## config.mk

```make
export PLATFORM = sky130hd
export DESIGN_NAME = ecap_walker
export DESIGN_NICKNAME = d
export VERILOG_FILES = /design/src/rtl/ecap_walker.sv
export SDC_FILE = /design/constraint.sdc
export NUM_CORES = 1
export LEC_CHECK = 0
export BUFFER_PORTS_ARGS = -buffer_cell sky130_fd_sc_hd__buf_2
export CORE_MARGIN = 3
export CORE_UTILIZATION = 60
export DETAILED_ROUTE_END_ITERATION = 10
export GPL_TIMING_DRIVEN = 0
export HOLD_SLACK_MARGIN = 0.12
export PLACE_DENSITY = 0.86
export SETUP_SLACK_MARGIN = 0.2
export SLEW_MARGIN = 20
export SYNTH_ARGS = -nofsm -noshare
export SYNTH_HDL_FRONTEND = slang
export SYNTH_SLANG_ARGS = --single-unit
```

## constraint.sdc

```tcl
create_clock -name clk -period 9 [get_ports clk]
set_input_delay 1.8 -clock clk [delete_from_list [all_inputs] [get_ports clk]]
set_output_delay 1.8 -clock clk [all_outputs]
set_load 0.01 [all_outputs]
```

## src/rtl/ecap_walker.sv

```systemverilog
module ecap_walker #(
  parameter logic [11:0] HEAD_OFF = 12'h100,
  parameter logic [11:0] LAST_OFF = 12'hFF8,
  parameter int          MAX_HOPS = 1024,
  localparam int         HOP_W    = $clog2(MAX_HOPS) + 1
) (
  input  logic        clk,
  input  logic        rst_n,
  input  logic        cmd_valid,
  input  logic        cmd_append,
  input  logic [15:0] cmd_id,
  input  logic [3:0]  cmd_ver,
  input  logic [11:0] cmd_offset,
  input  logic [12:0] cmd_size,
  output logic        busy,
  output logic        done,
  output logic        error,
  output logic [11:0] found_offset,
  output logic [11:0] prev_offset,
  output logic        mem_en,
  output logic        mem_we,
  output logic [9:0]  mem_addr,
  output logic [31:0] mem_wdata,
  input  logic [31:0] mem_rdata
);
  typedef enum logic [2:0] {S_IDLE, S_ISSUE, S_WAIT, S_DECODE, S_LINK, S_PUT, S_FIN} st_t;
  st_t state;

  logic        op_app;
  logic [16:0] tgt;
  logic [15:0] new_id;
  logic [3:0]  new_ver;
  logic [11:0] new_off, cur, prv;
  logic [31:0] hdr;
  logic [HOP_W-1:0] hops;

  wire [11:0] nxt = hdr[31:20];
  wire [13:0] end_pos = {2'b00, cmd_offset} + {1'b0, cmd_size};
  wire bad_region = (cmd_offset < HEAD_OFF) || (cmd_offset[1:0] != 2'b00) ||
                    (cmd_size < 13'd8) || (end_pos > 14'd4096);
  wire bad_next = (nxt < HEAD_OFF) || (nxt > LAST_OFF) || (nxt[1:0] != 2'b00);

  assign busy      = state != S_IDLE;
  assign done      = state == S_FIN;
  assign mem_en    = (state == S_ISSUE) || (state == S_LINK) || (state == S_PUT);
  assign mem_we    = (state == S_LINK) || (state == S_PUT);
  assign mem_addr  = (state == S_PUT) ? new_off[11:2] : cur[11:2];
  assign mem_wdata = (state == S_LINK) ? {new_off, hdr[19:0]} : {12'h000, new_ver, new_id};

  always_ff @(posedge clk) begin
    if (!rst_n) begin
      state <= S_IDLE;
      op_app <= 1'b0;
      tgt <= '0;
      new_id <= '0;
      new_ver <= '0;
      new_off <= '0;
      cur <= '0;
      prv <= '0;
      hdr <= '0;
      hops <= '0;
      error <= 1'b0;
      found_offset <= '0;
      prev_offset <= '0;
    end else begin
      case (state)
        S_IDLE: if (cmd_valid) begin
          op_app <= cmd_append;
          tgt <= cmd_append ? 17'h10000 : {1'b0, cmd_id};
          new_id <= cmd_id;
          new_ver <= cmd_ver;
          new_off <= cmd_offset;
          cur <= HEAD_OFF;
          prv <= '0;
          hops <= '0;
          error <= 1'b0;
          found_offset <= '0;
          prev_offset <= '0;
          if (!cmd_append) state <= S_ISSUE;
          else if (bad_region) begin
            error <= 1'b1;
            state <= S_FIN;
          end else if (cmd_offset == HEAD_OFF) begin
            found_offset <= cmd_offset;
            state <= S_PUT;
          end else state <= S_ISSUE;
        end
        S_ISSUE: state <= S_WAIT;
        S_WAIT: begin
          hdr <= mem_rdata;
          state <= S_DECODE;
        end
        S_DECODE: begin
          if (cur == HEAD_OFF && hdr == 32'h0) begin
            error <= op_app;
            state <= S_FIN;
          end else if ({1'b0, hdr[15:0]} == tgt) begin
            found_offset <= cur;
            prev_offset <= prv;
            state <= S_FIN;
          end else if (nxt == 12'h000) begin
            prev_offset <= cur;
            if (op_app) begin
              found_offset <= new_off;
              state <= S_LINK;
            end else state <= S_FIN;
          end else if (bad_next || hops == HOP_W'(MAX_HOPS - 1)) begin
            error <= 1'b1;
            state <= S_FIN;
          end else begin
            prv <= cur;
            cur <= nxt;
            hops <= hops + 1'b1;
            state <= S_ISSUE;
          end
        end
        S_LINK: state <= S_PUT;
        S_PUT: state <= S_FIN;
        default: state <= S_IDLE;
      endcase
    end
  end
endmodule

```

# == Word level (Yosys, flattened, before mapping) ==
# Index checks and enable logic that the tools add are counted.
# W data, S select, Z words.
# classes
n_bitwise,0
n_mul,0
n_shift,0
n_reduce_logical,22
n_mux,52
add_sub_neg,2
magnitude_cmp,5
n_eq_ne,20
div,0
# op_table
op,count
$mux W12,21
$pmux W12 S2,4
$mux W11,5
$logic_not A32 Y1,1
$mux W32,1
$eq A12 B9 Y1 const B,2
$lt A12 B9 Y1 const B,2
$mux W3,8
$pmux W11 S2,1
$pmux W3 S6,1
$eq A16 B17 Y1,1
$mux W17,1
$ne A3 B3 Y1 const B,5
$add A12 B13 Y14,1
$gt A14 B13 Y1 const B,1
$lt A13 B4 Y1 const B,1
$gt A12 B12 Y1 const B,1
$logic_not A12 Y1,1
$add A11 B1 Y11 const B,1
$eq A11 B10 Y1 const B,1
$mux W10,1
$ne A2 B2 Y1 const B,5
$reduce_and A5 Y1,2
$eq A3 B3 Y1 const B,3
13 further kinds,30
# totals
n_memories,0
mem_bits_ro,0
word_cells,114
regBits,145
out_inout_bits,71
latch_bits,0
ram_bits,0

# == Depth between registers and ports, before layout ==
# Gate-level depths: netlist (run 1).
# logic_depth
ltp_word,9
mapped_depth,10
depth_no_buf,10

# == Worst setup path after synthesis (run 1) ==
# No wires, ideal clock.
# synth_path
kind,in2reg
from,input port cmd_offset[0]
to,register found_offset[8]
stages,10
path_slack_ns,4.924
t_required_ns,8.914
arrival_ns,3.990
setup_time_ns,0.086
cell_sequence,ha_1 inv_1 fa_1 and2b_1 o221ai_1 o211ai_1 nor4b_1 nor3_1 o41a_1 a221oi_2
# synth_via
elab_chain_len,8
# synth_lines
item,line,text
start: declaration,13,"input logic [11:0] cmd_offset,"
branches (longest 4 deep; another with $add A12 B13 Y14),n/a,
$mux W12 (*),80,else if (bad_region) begin
$mux W12 (*),79,if (!cmd_append) state <= S_ISSUE;
$mux W12 (*),67,S_IDLE: if (cmd_valid) begin
$pmux W12 S2 (*),66,case (state)
end signal: assignment,84,found_offset <= cmd_offset;
end signal: assignment,98,found_offset <= cur;
end signal: assignment,104,found_offset <= new_off;
end: declaration,18,"output logic [11:0] found_offset,"
# Mark *: on every way between the ends. The select of a mux whose other input is x is not followed.
# A chain may end at the register's enable or synchronous reset.

# == Final worst setup path (run 1) ==
# layout_path
from,register state[0]
to,output port mem_wdata[9]
# layout_via
elab_chain_len,2
# layout_lines
item,line,text
start: declaration,27,st_t state;
start signal: assignment,52,state <= S_IDLE;
start signal: assignment,79,
start signal: assignment,82,state <= S_FIN;
$eq A3 B3 Y1,48,"assign mem_wdata = (state == S_LINK) ? {new_off, hdr[19:0]} : {12'h000, new_ver, new_id};"
$mux W32,48,
end: declaration,23,"output logic [31:0] mem_wdata,"
# No other way between the ends.

==> flow_metrics.py, run 1 <==
metrics = {
    "run_status": {
        "outcome": "completed",
    },
    "die": {
        "die_w_um": 117,
        "die-area_sq_mm": 0.0137,
        "fp.coreArea_sq_mm": 0.0117,
        "die_h_um": 117,
        "io_pins": 152,
        "initial_core_util": 0.630,
        "rows": 39,
    },
    "cells_and_area": {
        "fillCellCount": 864,
        "drive_gt1_frac": 0.215,
        "multi_input_area_sq_mm": 0.00417,
        "fin_cells": 1255,
        "regArea_sq_mm": 0.00288,
        "area_delta_synth_final_pct": 21.1,
        "fin_nets": 1193,
    },
    "timing": {
        "period_minus_slack_ns": 4.58,
        "hold_viol": 0,
        "rsz0062_at_grt": "no",
        "fin_skew_ns": 0.0119,
        "worstMarginPinSlew_ns": 0.759,
        "maxSlewViolCount": 0,
        "fmax_mhz": 219,
        "setup_viol": 0,
        "final.period_utilization": 0.508,
        "relSlewSlack": 0.490,
        "fin_tns_setup_ns": 0,
    },
    "synthesis": {
        "yosys-top-cells-area": "dfxtp_1 (39%), a21oi_1 (9.8%), nand2_1 (9.6%)",
        "synth_cells": 928,
        "synth_area_sq_mm": 0.00738,
        "syn_nets": 1023,
        "synth-async-reset-ratio": 0,
        "synthTopCellsByCount": "nand2_1 (189), a21oi_1 (144), dfxtp_1 (144)",
        "yosysMostFrequentCell": "nand2_1",
        "synth_area_leader_cell": "dfxtp_1",
        "yosysSeqAreaShare": 0.391,
        "yosysUniqueCellTypes": 72,
        "ys_ff_latch": 144,
        "synth-main-ff-cell": "dfxtp_1",
        "synth_top_area_share": 0.391,
        "syn_area_per_cell_sq_um": 7.95,
        "yosysWarnings": 0,
        "synth_enable_flop_cells": 0,
    },
    "pwr": {
        "clockPowerShare": 0.339,
        "intPower_uw": 1400,
        "peakVddDrop_mv": 0.166,
        "seqPwrFrac": 0.353,
        "p_switching_uw": 767,
        "power_density_mw_per_mm2": 242,
        "comb_power_share": 0.309,
        "p_sw_frac": 0.354,
        "p_leak_uw": 0.00376,
    },
    "grt": {
        "grt_pass1_wl_um": 34700,
        "overflow": 0,
        "antenna_found_initial": 1,
        "grt_pass1_vias": 7051,
        "grt_max_degree": 17,
        "track_usage": 0.328,
    },
    "detailed_routing": {
        "drc_errors": 0,
        "ant_nets": 0,
        "wl_um": 22500,
        "dr.pass1.iters": 5,
        "first_iter_violations": 752,
        "vias": 7647,
        "wire_per_inst_um": 17.9,
        "viasPerCell": 6.09,
    },
    "worst_setup_path": {
        "r2r_start": "hops[0]",
        "crit_fanout": 10,
        "crit_chain": "clkbuf_1, nor3_1, clkbuf_1, mux2_2, buf_2",
        "critPathArrivalTime_ns": 2.78,
        "setup.worst_path.end_class": "output pin",
        "crit_path_top_delay_cell": "nor3_1",
        "crit_type": "register to output pin",
        "critPathMaxStageDelay_ns": 0.68,
        "crit_path_frequent_cell": "clkbuf_1",
        "r2r_end": "prv[1]",
        "worst-r2r-cell-count": 9,
        "startpoint_type": "register",
        "critPathBufInv": 3,
        "worstPathRequired_ns": 7.20,
        "ff2ff_setup_slack_ns": 6.07,
        "path_delay_family": "buffers and inverters",
    },
    "cts": {
        "cts_sinks": 144,
        "clockBufferDepth": 2,
        "htree_levels": 4,
        "numCtsBuffers": 17,
        "ctsRootBufferMaster": "clkbuf_16",
        "post_cts_buffers": 0,
        "cts_tree": "done",
        "clock_latency_ns": 0.43,
        "cts_resized": 0,
        "cts_hold_buf": 0,
        "path_clk_slew_ns": 0.06,
    },
    "job": {
        "drv_cap": 0,
    },
    "min_path": {
        "hold_path_class": "register to register",
        "hold_depth": 2,
        "min_to": "found_offset[7]",
        "min_from": "found_offset[7]",
    },
    "placement": {
        "dp.cells": 1222,
        "place.gp.congestion": 0.954,
        "hpwl_um": 16500,
        "port_buffers": 151,
    },
}
worst max path at each step:
stage,from,end,cells past startpoint
after floorplan,cmd_offset[0],found_offset[8],10
after global placement,cmd_offset[0],found_offset[8],11
after detailed placement,cmd_offset[0],found_offset[8],11
after CTS,state[0],mem_wdata[9],5
after global routing,state[1],mem_wdata[9],5
final,state[0],mem_wdata[9],5
cells in the final DEF (no fill, tap or decap), types with 3 or more instances in the layout:
cell type | Yosys | routed
and2_1 | 18 | 18
mux2i_1 | 11 | 11
dfxtp_1 | 144 | 144
buf_2 | 10 | 161
and3_1 | 36 | 36
o21ai_1 | 8 | 8
o2111ai_1 | 3 | 3
or3_1 | 16 | 16
nor3_1 | 12 | 12
nand4_1 | 7 | 7
nor4_2 | 5 | 5
a31oi_1 | 4 | 4
mux2_2 | 31 | 31
o21ai_0 | 19 | 19
o21a_1 | 13 | 13
inv_1 | 14 | 14
nand2_1 | 189 | 189
clkbuf_8 | 0 | 7
clkbuf_16 | 0 | 17
clkbuf_1 | 50 | 51
nor4_1 | 14 | 14
nand3b_1 | 3 | 3
nor2_1 | 39 | 39
ha_1 | 13 | 13
xor2_1 | 20 | 20
buf_1 | 3 | 3
nand3_1 | 31 | 31
a21oi_1 | 144 | 144
o211ai_1 | 10 | 10
a211oi_1 | 4 | 4
registers in the layout, summed over array words and instances (netlist names), 4 cells and up:
name,cells
new_ver,4
found_offset,12
cur,12
hdr,32
prev_offset,12
hops,11
new_off,12
prv,12
tgt,16
new_id,16
cells by family (layout without fill, tap and decap cells):
family	Yosys count	count (layout)	synth area share
AND/OR/NAND/NOR	392	392	0.261
AO/OA/AOI/OAI	232	232	0.186
flip-flops	144	144	0.391
buffers and inverters	80	263	0.0444
multiplexers	44	44	0.0668
XOR/XNOR	22	22	0.0261
adder cells (fa/ha/maj)	14	14	0.0248
other	0	1	0
routing by layer:
layer | up-vias | GRT usage | wire length, um
met5 | - | 0 | 0
met4 | 0 | 0.159 | 804
met3 | 70 | 0.0684 | 1840
met2 | 361 | 0.518 | 10600
met1 | 3590 | 0.429 | 9260
li1 | 3626 | - | -
worst register-to-register path, delay by kind of cell, from the launching register on:
family                   cells  cell delay [ns]
adder cells (fa/ha/maj)      1             0.24
AND/OR/NAND/NOR              3             0.54
AO/OA/AOI/OAI                3             0.94
buffers and inverters        2             0.81
flip-flops                   1             0.34
stage by stage:
step                instance area [sq um]  power, uW  utilization  hold slack [ns]  setup slack (ns)
floorplan                            7380       1220            -            0.434              4.92
global placement                     8310       1410        0.710            0.439              4.54
detailed placement                   8310       1420        0.710            0.444              4.48
CTS                                  8930       2140        0.763            0.452              4.49
global route                         8930       2250        0.763            0.466              4.34
finish                               8930       2170        0.763            0.452              4.42
power by group through the flow:
stage | clock [uW] | combinational [uW] | sequential [uW]
2_1_floorplan | 0 | 468 | 751
3_3_place_gp | 0 | 636 | 770
3_5_place_dp | 0 | 647 | 772
4_1_cts | 730 | 654 | 760
5_1_grt | 760 | 724 | 768
6_report | 734 | 668 | 763
layout make-up:
class	instances	share of cell area
antenna	1	0.000280
buffer	66	0.0308
clock buffer	25	0.0588
clock inverter	7	0.0106
inverter	14	0.00588
multi-input combinational	704	0.466
sequential	144	0.323
tap	143	0.0200
timing repair buffer	151	0.0846
(Power assumes the default switching activity.)
==> inputs of run 2 (changes only) <==
--- a/config.mk
+++ b/config.mk
@@ -7,11 +7,11 @@
 export LEC_CHECK = 0
 export BUFFER_PORTS_ARGS = -buffer_cell sky130_fd_sc_hd__buf_2
 export CORE_MARGIN = 3
-export CORE_UTILIZATION = 60
+export CORE_UTILIZATION = 50
 export DETAILED_ROUTE_END_ITERATION = 10
 export GPL_TIMING_DRIVEN = 0
 export HOLD_SLACK_MARGIN = 0.12
-export PLACE_DENSITY = 0.86
+export PLACE_DENSITY = 0.77
 export SETUP_SLACK_MARGIN = 0.2
 export SLEW_MARGIN = 20
 export SYNTH_ARGS = -nofsm -noshare
==> constraint.sdc (replaced) <==
create_clock -name clk -period 4.15 [get_ports clk]
set_input_delay 0.83 -clock clk [delete_from_list [all_inputs] [get_ports clk]]
set_output_delay 0.83 -clock clk [all_outputs]
set_load 0.01 [all_outputs]
==> run 2 against run 1 <==
Cell count is 2.7% higher. Sequential power is 120% higher. Via count is 0.92% lower. Largest cell class unchanged. Sequential share of layout area is 0.10 points higher. Setup slack worse by 3.9 ns. Die area is 19% higher. Count of clock-buffer cells in the layout is 1 lower.
==> flow_metrics.py, run 2 (synthesized netlist as in run 1, its figures left out) <==
metrics = {
    "job": {
        "drv_cap": 0,
    },
    "die": {
        "initial_core_util": 0.521,
        "io_pins": 152,
        "rows": 43,
        "die-area_sq_mm": 0.0162,
        "die_h_um": 127,
        "fp.coreArea_sq_mm": 0.0141,
        "die_w_um": 127,
    },
    "detailed_routing": {
        "ant_nets": 0,
        "vias": 7577,
        "dr.pass1.iters": 5,
        "first_iter_violations": 706,
        "drc_errors": 0,
        "viasPerCell": 5.88,
        "wire_per_inst_um": 17.8,
        "wl_um": 23000,
    },
    "timing": {
        "relSlewSlack": 0.489,
        "worstMarginPinSlew_ns": 0.767,
        "fin_tns_setup_ns": 0,
        "fmax_mhz": 278,
        "hold_viol": 0,
        "maxSlewViolCount": 0,
        "period_minus_slack_ns": 3.59,
        "rsz0062_at_grt": "no",
        "setup_viol": 0,
        "fin_skew_ns": 0.00939,
        "setup_slack_ns": 0.558,
        "final.period_utilization": 0.866,
    },
    "cts": {
        "cts_resized": 0,
        "cts_sinks": 144,
        "cts_hold_buf": 0,
        "cts_tree": "done",
        "clockBufferDepth": 2,
        "post_cts_buffers": 0,
        "numCtsBuffers": 17,
        "path_clk_slew_ns": 0.06,
        "ctsRootBufferMaster": "clkbuf_16",
        "htree_levels": 4,
        "clock_latency_ns": 0.43,
    },
    "min_path": {
        "hold_path_class": "register to register",
        "hold_depth": 2,
    },
    "grt": {
        "overflow": 0,
        "antenna_found_initial": 0,
        "grt_pass1_wl_um": 36700,
        "grt_max_degree": 17,
        "grt_pass1_vias": 7350,
        "track_usage": 0.283,
    },
    "cells_and_area": {
        "drive_gt1_frac": 0.212,
        "reg_top3": "hdr (32), new_id (16), tgt (16)",
        "regMostFlops": "hdr",
        "final_cell_mix": "nand2_1 (189), buf_2 (161), a21oi_1 (144), dfxtp_1 (144), clkbuf_1 (53)",
        "fillCellCount": 1296,
        "area_delta_synth_final_pct": 20.7,
        "largest_register_ffs": 32,
        "final_common_cell": "nand2_1",
        "fin_nets": 1193,
        "n_antenna_cell": 0,
        "post-route-util": 0.629,
    },
    "placement": {
        "hpwl_um": 17100,
        "place.gp.congestion": 0.956,
        "port_buffers": 151,
        "pre_cts_ws_ns": 0.550,
    },
    "pwr": {
        "p_leak_uw": 0.00373,
        "power_density_mw_per_mm2": 512,
        "p_switching_uw": 1650,
        "peakVddDrop_mv": 0.312,
        "intPower_uw": 2910,
        "p_sw_frac": 0.362,
        "seqPwrFrac": 0.361,
        "totalPowerFinal_uw": 4560,
        "clockPowerShare": 0.315,
        "comb_power_share": 0.324,
    },
    "worst_setup_path": {
        "crit_type": "register to output pin",
        "worstPathRequired_ns": 3.32,
        "startpoint_type": "register",
        "critPathArrivalTime_ns": 2.76,
        "crit_fanout": 10,
        "setup.worst_path.end_class": "output pin",
        "worst-r2r-cell-count": 8,
    },
    "run_status": {
        "outcome": "completed",
    },
}
## run 2: changes by cell type in the layout (fill, tap and decap cells not counted), sizes merged
cell and delta:
clkbuf -1, bufinv -1, diode -1, clkinv +2, inv -2
## run 2: power groups by stage
| stage | clock (uW) | combinational [uW] | sequential (uW) |
|---|---|---|---|
| floorplan | 0 | 1020 | 1630 |
| global placement | 0 | 1420 | 1670 |
| detailed placement | 0 | 1440 | 1670 |
| CTS | 1440 | 1450 | 1640 |
| global route | 1500 | 1610 | 1660 |
| finish | 1440 | 1480 | 1650 |
## run 2: stage by stage
stage,instances,area [sq um],hold slack (ns)
after global routing,1289,8910,0.469
after floorplan,928,7380,0.434
after CTS,1289,8910,0.452
after detailed placement,1259,8360,0.442
final,1289,8910,0.451
after global placement,1259,8360,0.439
## run 2: final timing paths
kind | start | to | slack (ns)
hold / removal | new_ver[1] | new_ver[1] | 0.45
setup reg to reg | state[0] | new_ver[3] | 1.42
setup / recovery | state[1] | mem_wdata[17] | 0.56
hold reg to reg | new_ver[1] | new_ver[1] | 0.45
## run 2: final cells by class
cell class / instances / area, sq um / area share
multi-input cells: 704 / 4170 / 0.468
clock buffers: 24 / 492 / 0.0552
flip-flops and latches: 144 / 2880 / 0.324
repair buffers: 151 / 756 / 0.0848
inverters: 14 / 52.6 / 0.00590
plain buffers: 66 / 275 / 0.0309
clock inverters: 6 / 57.6 / 0.00646
well taps: 180 / 225 / 0.0253
## run 2: critical path, stage by stage (launching register included)
cell and delay (ns):
dfxtp_1 0.32, clkbuf_1 0.21, nor3_1 0.64, clkbuf_1 0.59, mux2_2 0.43, buf_2 0.15
## run 2: layer usage
layer,global-route usage,vias up,wire length [um]
li1,-,3617,-
met1,0.358,3542,9370
met2,0.470,374,11100
met3,0.0677,44,2040
met4,0.0997,0,509
met5,0,-,0
